File: config.mk
export PLATFORM = sky130hd
export DESIGN_NAME = hs_boot_guard
export DESIGN_NICKNAME = d
export VERILOG_FILES = /design/src/rtl/boot_pkg.sv /design/src/rtl/boot_phase_fsm.sv /design/src/rtl/boot_fault_merge.sv /design/src/rtl/hs_boot_guard.sv
export SDC_FILE = /design/constraint.sdc
export NUM_CORES = 1
export LEC_CHECK = 0
export BUFFER_PORTS_ARGS = -buffer_cell sky130_fd_sc_hd__buf_2
export CORE_MARGIN = 5
export CORE_UTILIZATION = 62
export DETAILED_ROUTE_END_ITERATION = 10
export HOLD_SLACK_MARGIN = 0.12
export PLACE_DENSITY = 0.84
export SLEW_MARGIN = 20
export SYNTH_ARGS = -nofsm -noshare
export SYNTH_HDL_FRONTEND = slang
export SYNTH_SLANG_ARGS = --single-unit
File: constraint.sdc
create_clock -name clk -period 3.14 [get_ports clk]
set_input_delay 0.628 -clock clk [delete_from_list [all_inputs] [get_ports clk]]
set_output_delay 0.628 -clock clk [all_outputs]
set_load 0.1 [all_outputs]
File: src/rtl/boot_pkg.sv
package boot_pkg;

    typedef enum logic [2:0] {
        PH_IDLE   = 3'd0,
        PH_CHARGE = 3'd1,
        PH_HIGH   = 3'd2,
        PH_LOW    = 3'd3,
        PH_FAULT  = 3'd4
    } ph_state_t;

    // per-phase inputs after synchronization
    typedef struct packed {
        logic hs_req;
        logic ls_req;
        logic on_ok;
        logic off_low;
    } ph_in_t;

    // per-phase gate drive pair
    typedef struct packed {
        logic hs;
        logic ls;
    } ph_drv_t;

    function automatic int cnt_width(input int limit);
        return (limit > 2) ? $clog2(limit) : 1;
    endfunction

endpackage

File: src/rtl/boot_phase_fsm.sv
module boot_phase_fsm
    import boot_pkg::*;
#(
    parameter int CHG_LIMIT = 400
) (
    input  logic    clk,
    input  logic    rst,
    input  logic    clr,
    input  logic    kill,
    input  ph_in_t  pin,
    output ph_drv_t drv,
    output logic    flt
);
    localparam int CW = cnt_width(CHG_LIMIT);
    localparam logic [CW-1:0] LAST = CW'(CHG_LIMIT - 1);

    ph_state_t     st_q, st_d;
    logic [CW-1:0] cnt_q, cnt_d;

    always_comb begin
        st_d  = st_q;
        cnt_d = cnt_q;
        if (clr) begin
            st_d  = PH_IDLE;
            cnt_d = '0;
        end else if (kill && st_q != PH_FAULT) begin
            st_d  = PH_IDLE;
            cnt_d = '0;
        end else begin
            unique case (st_q)
                PH_IDLE: begin
                    cnt_d = '0;
                    if (pin.hs_req)      st_d = pin.on_ok ? PH_HIGH : PH_CHARGE;
                    else if (pin.ls_req) st_d = PH_LOW;
                end
                PH_CHARGE: begin
                    if (!pin.hs_req)     st_d = pin.ls_req ? PH_LOW : PH_IDLE;
                    else if (pin.on_ok)  st_d = PH_HIGH;
                    else if (cnt_q == LAST) st_d = PH_FAULT;
                    else                 cnt_d = cnt_q + 1'b1;
                end
                PH_HIGH: begin
                    cnt_d = '0;
                    if (!pin.hs_req)      st_d = pin.ls_req ? PH_LOW : PH_IDLE;
                    else if (pin.off_low) st_d = PH_CHARGE;
                end
                PH_LOW: begin
                    cnt_d = '0;
                    if (pin.hs_req)       st_d = pin.on_ok ? PH_HIGH : PH_CHARGE;
                    else if (!pin.ls_req) st_d = PH_IDLE;
                end
                PH_FAULT: st_d = PH_FAULT;
                default:  st_d = PH_IDLE;
            endcase
        end
    end

    always_ff @(posedge clk) begin
        if (rst) begin
            st_q  <= PH_IDLE;
            cnt_q <= '0;
        end else begin
            st_q  <= st_d;
            cnt_q <= cnt_d;
        end
    end

    always_comb begin
        drv.hs = (st_q == PH_HIGH) && !kill;
        drv.ls = (st_q == PH_CHARGE || st_q == PH_LOW) && !kill;
        flt    = (st_q == PH_FAULT);
    end

endmodule

File: src/rtl/boot_fault_merge.sv
module boot_fault_merge #(
    parameter int N_PHASE = 3
) (
    input  logic [N_PHASE-1:0] flt,
    input  logic               arm_n,
    input  logic               rd_done,
    input  logic               por,
    output logic               clr,
    output logic               kill,
    output logic               pin_n
);
    always_comb begin
        clr   = !arm_n || rd_done || por;
        kill  = |flt;
        pin_n = !kill;
    end
endmodule

File: src/rtl/hs_boot_guard.sv
module hs_boot_guard
    import boot_pkg::*;
#(
    parameter int N_PHASE   = 3,
    parameter int CHG_LIMIT = 400
) (
    input  logic               clk,
    input  logic               rst,
    input  logic               arm_n,
    input  logic               rd_done,
    input  logic               por,
    input  logic [N_PHASE-1:0] hs_req,
    input  logic [N_PHASE-1:0] ls_req,
    input  logic [N_PHASE-1:0] boot_ok,
    input  logic [N_PHASE-1:0] boot_low,
    output logic [N_PHASE-1:0] hs_en,
    output logic [N_PHASE-1:0] ls_en,
    output logic [N_PHASE-1:0] phase_flt,
    output logic               flt_pin_n,
    output logic               out_kill
);
    logic clr, kill;

    boot_fault_merge #(.N_PHASE(N_PHASE)) u_merge (
        .flt     (phase_flt),
        .arm_n   (arm_n),
        .rd_done (rd_done),
        .por     (por),
        .clr     (clr),
        .kill    (kill),
        .pin_n   (flt_pin_n)
    );

    assign out_kill = kill;

    for (genvar i = 0; i < N_PHASE; i++) begin : g_ph
        ph_in_t  pin;
        ph_drv_t drv;
        assign pin = '{hs_req: hs_req[i], ls_req: ls_req[i],
                       on_ok: boot_ok[i], off_low: boot_low[i]};
        boot_phase_fsm #(.CHG_LIMIT(CHG_LIMIT)) u_fsm (
            .clk  (clk),
            .rst  (rst),
            .clr  (clr),
            .kill (kill),
            .pin  (pin),
            .drv  (drv),
            .flt  (phase_flt[i])
        );
        assign hs_en[i] = drv.hs;
        assign ls_en[i] = drv.ls;
    end

endmodule

==> run metrics, run 1 <==
Util after Layout 71.8%; number of hold violations in the final report 0; combinational cell fraction of total power 8.8%; number of core rows 21; power dissipated by switching net loads 0.195 mW; clock slew seen by the registers of the worst setup and hold paths 100 ps; Placed Instances 343; share of cells above drive strength 1 18.4%; final clock skew 9.58 ps; clock tree from TritonCTS built; total number of nets in the final design 324; antenna-violating nets left 0; Clock Latency Late Sink 340 ps; count leader, synth sky130_fd_sc_hd__dfxtp_1; Netlist cell types 55; vias in the first global route 1772; wire length of the first global-routing pass 7800 um; initial detailed-routing violation count 197; max frequency 354 MHz; net switching fraction of the power 24.2%; maximum number of pins on one net before global-route repair 13; number of buffers on the longest clock path 2; total congestion overflow 0; sequential share of the synthesized area 33.9%; number of sinks handled by clock tree synthesis 36; library cell occupying the most area in the post-synthesis netlist sky130_fd_sc_hd__dfxtp_1; slew at the pin closest to its max-slew limit 817 ps; cell count after synthesis 278; Cell Pwr Density 336 nW/um^2; relative contribution of the clock network to total power 34.1%; DR WL/cell 13.2 um; post-cts sizing count 0; horizontal extent of the die 68.6 um; GP Congestion 0.825; area of the die 4700 sq um; peak fanout along the critical path 7; Final WS setup 316 ps; fill cell total of the finished layout 283; post-route DRC violation count 0; Total Negative Setup Slacks 0 ps; count of flip-flops with a built-in enable after synthesis 0; Floorplan Core Area 3340 sq um; max-slew violation count 0; vias per cell 5.93; initial core utilization 63.8%; min-delay worst type reg2reg; number of antenna violations at the first check in global routing 0; final-report setup violation count 0; Root Driver sky130_fd_sc_hd__clkbuf_4; Syn Nets 298; leading post-synthesis cells by instance count 36 x sky130_fd_sc_hd__dfxtp_1, 31 x sky130_fd_sc_hd__nor2_1, 27 x sky130_fd_sc_hd__nand2_1; result of the run completed; hold buffers post-CTS 0; post-synthesis instance area 2130 sq um; leakage power 0.886 nW; worst path arrival time 2200 ps; top_reg_cell synth sky130_fd_sc_hd__dfxtp_1; worst rel slew slack 44.8%; kind of start point of the critical path flip-flop; die height 68.6 um; #FFs+latches synth 36; post-synthesis average cell area 7.66 sq um; WHS Path Cells 2; HPWL Detailed 3360 um; diodes inserted 0; power after layout 0.806 mW; level count of the clock H-tree 2; startpoint-to-endpoint class of the critical path reg2out; setup repair after global routing missed its margin false; number of cells on the worst reg-to-reg path 5; Boundary Pins 28; setup slack at placement 700 ps; maximum vdd ir drop 0.000321 V; Total Routed Length 4620 um; CTS Buf Count 5; buffer count from post-CTS setup fixing 0; dominant cells by area after synthesis sky130_fd_sc_hd__dfxtp_1 34%, sky130_fd_sc_hd__nor2_1 5.5%, sky130_fd_sc_hd__a21oi_1 5.2%; Layout area overhead 12.6%; total vias in the final route 2077; combined global-route utilization of all metal layers 21.6%; top-area cell type share of the netlist area 33.9%; data required time of the critical path 2510 ps; Int Pwr 0.611 mW; Final Non-Filler Cells 350; proportion of power drawn by flip-flops and latches 57.2%; total of buffers placed on input and output ports 27; post-route minimum period 2820 ps; number of search-and-repair iterations in the first detailed-routing pass 4; async set-reset flop share out of synthesis 0%; number of warnings printed during yosys synthesis 0; max-cap violations 0; final worst path period share 89.9%; Crit. End Element output port
[state kept, by name (all words and copies together) (netlist names)]
register	cells
g_ph.u_fsm.cnt_q	27
g_ph.u_fsm.st_q	9
[power groups by stage]
stage / clock network, mW / registers (mW) / logic [mW]
floorplan: 0 / 0.469 / 0.0484
global placement: 0 / 0.471 / 0.0687
detailed placement: 0 / 0.471 / 0.0695
CTS: 0.282 / 0.461 / 0.0699
global route: 0.305 / 0.462 / 0.0766
finish: 0.275 / 0.461 / 0.0705
[layer usage]
metal  vias up  global-route usage, %  wire length (um)
met3         7                   6.65               300
met5         -                      0                 0
li1       1064                      -                 -
met4         0                   7.44                57
met2        52                   33.1              1990
met1       954                   28.6              2270
[worst paths after layout]
kind / start / endpoint / slack [ps]
setup / recovery: g_ph[0].u_fsm.st_q[1] / ls_en[1] / 320
hold / removal: g_ph[0].u_fsm.cnt_q[6] / g_ph[0].u_fsm.cnt_q[6] / 500
setup reg to reg: g_ph[2].u_fsm.st_q[2] / g_ph[0].u_fsm.cnt_q[3] / 1060
hold reg to reg: g_ph[0].u_fsm.cnt_q[6] / g_ph[0].u_fsm.cnt_q[6] / 500
[placed cells by master, fill, tap and decap left out, types with 2 or more instances in the layout]
cell type / count
sky130_fd_sc_hd__a211oi_1: 2
sky130_fd_sc_hd__o21ai_0: 12
sky130_fd_sc_hd__nand3b_1: 2
sky130_fd_sc_hd__nor3b_2: 3
sky130_fd_sc_hd__a21oi_1: 22
sky130_fd_sc_hd__clkbuf_8: 2
sky130_fd_sc_hd__nor4b_1: 2
sky130_fd_sc_hd__or3_2: 2
sky130_fd_sc_hd__nor3_1: 15
sky130_fd_sc_hd__nand3_1: 13
sky130_fd_sc_hd__nand4_1: 2
sky130_fd_sc_hd__nor2_1: 31
sky130_fd_sc_hd__a22oi_1: 2
sky130_fd_sc_hd__nor3_4: 2
sky130_fd_sc_hd__xor2_1: 4
sky130_fd_sc_hd__buf_4: 3
sky130_fd_sc_hd__nor3_2: 2
sky130_fd_sc_hd__a311oi_1: 3
sky130_fd_sc_hd__o211ai_1: 3
sky130_fd_sc_hd__buf_2: 27
sky130_fd_sc_hd__o21a_1: 4
sky130_fd_sc_hd__a21o_1: 2
sky130_fd_sc_hd__and2_1: 2
sky130_fd_sc_hd__a41oi_1: 2
sky130_fd_sc_hd__nor2b_1: 6
sky130_fd_sc_hd__xnor2_1: 2
sky130_fd_sc_hd__or3_1: 3
sky130_fd_sc_hd__clkbuf_4: 5
sky130_fd_sc_hd__and3_1: 6
sky130_fd_sc_hd__o21ai_1: 2
sky130_fd_sc_hd__inv_1: 12
sky130_fd_sc_hd__a31oi_1: 7
sky130_fd_sc_hd__dfxtp_1: 36
sky130_fd_sc_hd__ha_1: 3
sky130_fd_sc_hd__and4_1: 2
sky130_fd_sc_hd__nand2_1: 27
sky130_fd_sc_hd__nand2b_1: 6
[stage by stage]
stage          hold WS (ps)  cell area (sq um)
2_1_floorplan           453               2180
6_report                498               2400
4_1_cts                 500               2400
3_3_place_gp            478               2330
3_5_place_dp            487               2330
5_1_grt                 533               2400
[critical path: stages (launching register included)]
cell	delay, ps
sky130_fd_sc_hd__dfxtp_1	450
sky130_fd_sc_hd__nor2_1	110
sky130_fd_sc_hd__nand2_1	120
sky130_fd_sc_hd__inv_1	90
sky130_fd_sc_hd__nor2_1	190
sky130_fd_sc_hd__o21ai_2	210
sky130_fd_sc_hd__nor3b_4	230
sky130_fd_sc_hd__buf_2	450
[cell families after synthesis]
| kind of cell | share of synthesized area, % |
|---|---|
| xor gates and xnor gates | 2.47 |
| DFF | 33.9 |
| buffers and inverters | 5.17 |
| and+or+nand+nor | 33.5 |
| AOI/OAI and AO/OA | 22.8 |
| muxes | 0.470 |
| adders and majority gates | 1.76 |
[area by class of cell]
type / instances / area [sq um] / share of cell area (%)
clock buffer: 7 / 65.1 / 2.72
inverter: 12 / 45.0 / 1.88
multi-input combinational: 219 / 1350 / 56.3
sequential: 36 / 721 / 30.1
tap: 46 / 57.6 / 2.40
timing repair buffer: 30 / 158 / 6.58
(Power assumes the default switching activity.)
==> inputs of run 2 (changes only) <==
Settings changed: ABC_AREA from default to 1, CORE_UTILIZATION 62 to 55, PLACE_DENSITY 0.84 to 0.74.
==> run 2 against run 1 <==
Effect of this change: flip-flop and latch count stayed put; routed wire length is 26% higher; combinational power is 35% higher; sequential power hardly changed; clock skew is 0.96 ps higher; highest routed layer unchanged.
==> run metrics, run 2 <==
kind of start point of the critical path flip-flop; wire length of the first global-routing pass 10300 um (+32%); startpoint-to-endpoint class of the critical path reg2out; Layout area overhead 9.72%; CTS Buf Count 5 (unchanged); post-cts sizing count 0 (unchanged); Total Routed Length 5810 um (+26%); number of cells on the worst reg-to-reg path 8 (+3); maximum vdd ir drop 0.000292 V (-9.0%); number of buffers on the longest clock path 2 (unchanged); min-delay worst type reg2reg; sequential share of the synthesized area 27.6% (-6.3 points); Total Negative Setup Slacks 0 ps (unchanged); dominant cells by area after synthesis sky130_fd_sc_hd__dfxtp_1 28%, sky130_fd_sc_hd__nand2_1 16%, sky130_fd_sc_hd__nor2_1 9.9%; Cell Pwr Density 315 nW/um^2 (-6.4%); worst hold path startpoint g_ph[1].u_fsm.cnt_q[3]; worst path arrival time 1770 ps (-430 ps); number of antenna violations at the first check in global routing 0 (unchanged); number of hold violations in the final report 0 (unchanged); number of search-and-repair iterations in the first detailed-routing pass 4 (unchanged); die height 78.9 um (+15%); vias per cell 5.14 (-13%); Largest Register g_ph.u_fsm.cnt_q; Reg2Reg Launch Point g_ph[0].u_fsm.cnt_q[0]; Floorplan Core Area 4660 sq um (+40%); DR WL/cell 11.3 um (-14%); max frequency 417 MHz (+18%); fill cell total of the finished layout 475 (+68%); slew at the pin closest to its max-slew limit 487 ps (-330 ps); area of the die 6230 sq um (+32%); final worst path period share 76.3% (-14 points); peak fanout along the critical path 9 (+2); total number of nets in the final design 480 (+48%); R2R setup slack 1480 ps (+420 ps); post-synthesis average cell area 6.06 sq um (-21%); initial core utilization 56.1% (-7.7 points); post-route minimum period 2400 ps (-428 ps); leakage power 1.22 nW (+38%); data required time of the critical path 2510 ps (about the same); Hold Path Sink g_ph[1].u_fsm.cnt_q[3]; critical register-to-register path endpoint g_ph[0].u_fsm.cnt_q[3]; Root Driver sky130_fd_sc_hd__clkbuf_8; total of buffers placed on input and output ports 27 (unchanged); maximum number of pins on one net before global-route repair 13 (unchanged); count leader, synth sky130_fd_sc_hd__nand2_1; diodes inserted 0 (unchanged); number of flip-flops under the largest register name 27 (unchanged); final-report setup violation count 0 (unchanged); combined global-route utilization of all metal layers 20.4% (-1.2 points); clock tree from TritonCTS built; Clock Latency Late Sink 300 ps (-40 ps); total vias in the final route 2646 (+27%); library cell occupying the most area in the post-synthesis netlist sky130_fd_sc_hd__dfxtp_1; WHS Path Cells 2 (unchanged); leading post-synthesis cells by instance count 114 x sky130_fd_sc_hd__nand2_1, 69 x sky130_fd_sc_hd__nor2_1, 47 x sky130_fd_sc_hd__inv_1; post-synthesis instance area 2610 sq um (+23%); number of core rows 25 (+19%); setup repair after global routing missed its margin false; antenna-violating nets left 0 (unchanged); level count of the clock H-tree 2 (unchanged); clock slew seen by the registers of the worst setup and hold paths 70 ps (-30 ps); initial detailed-routing violation count 130 (-34%); Syn Nets 451 (+51%); worst-case hold slack 483 ps (-14.7 ps); #FFs+latches synth 36 (unchanged); cell count after synthesis 431 (+55%); buffer count from post-CTS setup fixing 0 (unchanged); top-area cell type share of the netlist area 27.6% (-6.3 points); max-cap violations 0 (unchanged); worst rel slew slack 67.8% (+23 points); vias in the first global route 2449 (+38%); hold buffers post-CTS 0 (unchanged); top_reg_cell synth sky130_fd_sc_hd__dfxtp_1; GP Congestion 0.898 (+8.8%); Netlist cell types 31 (-44%); max-slew violation count 0 (unchanged); post-route DRC violation count 0 (unchanged); Boundary Pins 28 (unchanged); share of cells above drive strength 1 17.4% (-1.1 points); count of flip-flops with a built-in enable after synthesis 0 (unchanged); Crit. End Element output port; final clock skew 10.5 ps (+0.961 ps); number of warnings printed during yosys synthesis 0 (unchanged); most frequent standard cell in the layout excluding fill and tap cells sky130_fd_sc_hd__nand2_1; number of sinks handled by clock tree synthesis 36 (unchanged); horizontal extent of the die 78.9 um (+15%); total congestion overflow 0 (unchanged); top library cells by usage in the layout, fill and taps aside 114 x sky130_fd_sc_hd__nand2_1, 69 x sky130_fd_sc_hd__nor2_1, 47 x sky130_fd_sc_hd__inv_1, 36 x sky130_fd_sc_hd__dfxtp_1, 35 x sky130_fd_sc_hd__nand3_1; async set-reset flop share out of synthesis 0% (unchanged); HPWL Detailed 4520 um (+34%); registers with the highest flip-flop counts g_ph.u_fsm.cnt_q x27, g_ph.u_fsm.st_q x9; result of the run completed
run 2: changes by cell type in the layout (fill, tap and decap cells not counted), moves of 8 or more:
cell                      change
sky130_fd_sc_hd__a21oi_1     +11
sky130_fd_sc_hd__inv_1       +35
sky130_fd_sc_hd__inv_2       +12
sky130_fd_sc_hd__nand2_1     +87
sky130_fd_sc_hd__nand2_2      +8
sky130_fd_sc_hd__nand3_1     +22
sky130_fd_sc_hd__nand4_1     +10
sky130_fd_sc_hd__nor2_1      +38
run 2: layer usage:
layer / vias to the layer above / wire length [um] / track usage (%)
met2: 26 / 2910 / 36.4
met1: 1183 / 2700 / 24.7
li1: 1433 / - / -
met4: 0 / 57 / 7.39
met5: - / 0 / 0
met3: 4 / 149 / 3.40
run 2: cell families after synthesis:
group / synth area share (%)
compound gates: 11.8
flops: 27.6
buf+inv: 10.2
fa+ha+maj: 1.44
xor+xnor: 2.01
simple gates: 47.0
run 2: cell type report:
class                           instances  area, sq um  share of cell area [%]
Clock buffer                            6         82.6                    2.88
Clock inverter                          2         10.0                   0.349
Inverter                               60          225                    7.85
Multi-Input combinational cell        330         1630                    56.7
Sequential cell                        36          721                    25.1
Tap cell                               54         67.6                    2.36
Timing Repair Buffer                   27          135                    4.71
run 2: worst max path at each step:
stage,from,endpoint,slack [ps],cells after the start
2_1_floorplan,g_ph[2].u_fsm.st_q[1],hs_en[0],170,5
3_3_place_gp,g_ph[2].u_fsm.st_q[1],ls_en[0],1100,5
3_5_place_dp,g_ph[2].u_fsm.st_q[1],ls_en[0],1060,5
4_1_cts,g_ph[2].u_fsm.st_q[1],ls_en[0],740,5
5_1_grt,g_ph[2].u_fsm.st_q[1],hs_en[0],550,5
6_report,g_ph[2].u_fsm.st_q[1],hs_en[0],740,5
run 2: worst max-delay path, stage by stage, from the launching register on:
cell and delay [ps]:
sky130_fd_sc_hd__dfxtp_1 530, sky130_fd_sc_hd__nor2_1 140, sky130_fd_sc_hd__nand2_2 130, sky130_fd_sc_hd__nand3_4 140, sky130_fd_sc_hd__nor2_1 110, sky130_fd_sc_hd__buf_2 430
run 2: through the flow:
step | setup WS, ps | std cells | area [sq um] | power (mW) | utilization [%]
after floorplan | 169 | 431 | 2610 | 0.541 | -
after global placement | 1100 | 507 | 2780 | 0.566 | 59.5
after detailed placement | 1060 | 507 | 2780 | 0.566 | 59.5
after CTS | 740 | 515 | 2870 | 0.912 | 61.5
after global routing | 551 | 515 | 2870 | 0.941 | 61.5
final | 744 | 515 | 2870 | 0.903 | 61.5
run 2: where the power goes:
| group | leakage [nW] | switching, mW | internal, mW |
|---|---|---|---|
| combinational | 0.881 | 0.0658 | 0.0295 |
| sequential | 0.290 | 0.00290 | 0.458 |
| clock | 0.0510 | 0.172 | 0.175 |
| total | 1.22 | 0.240 | 0.663 |
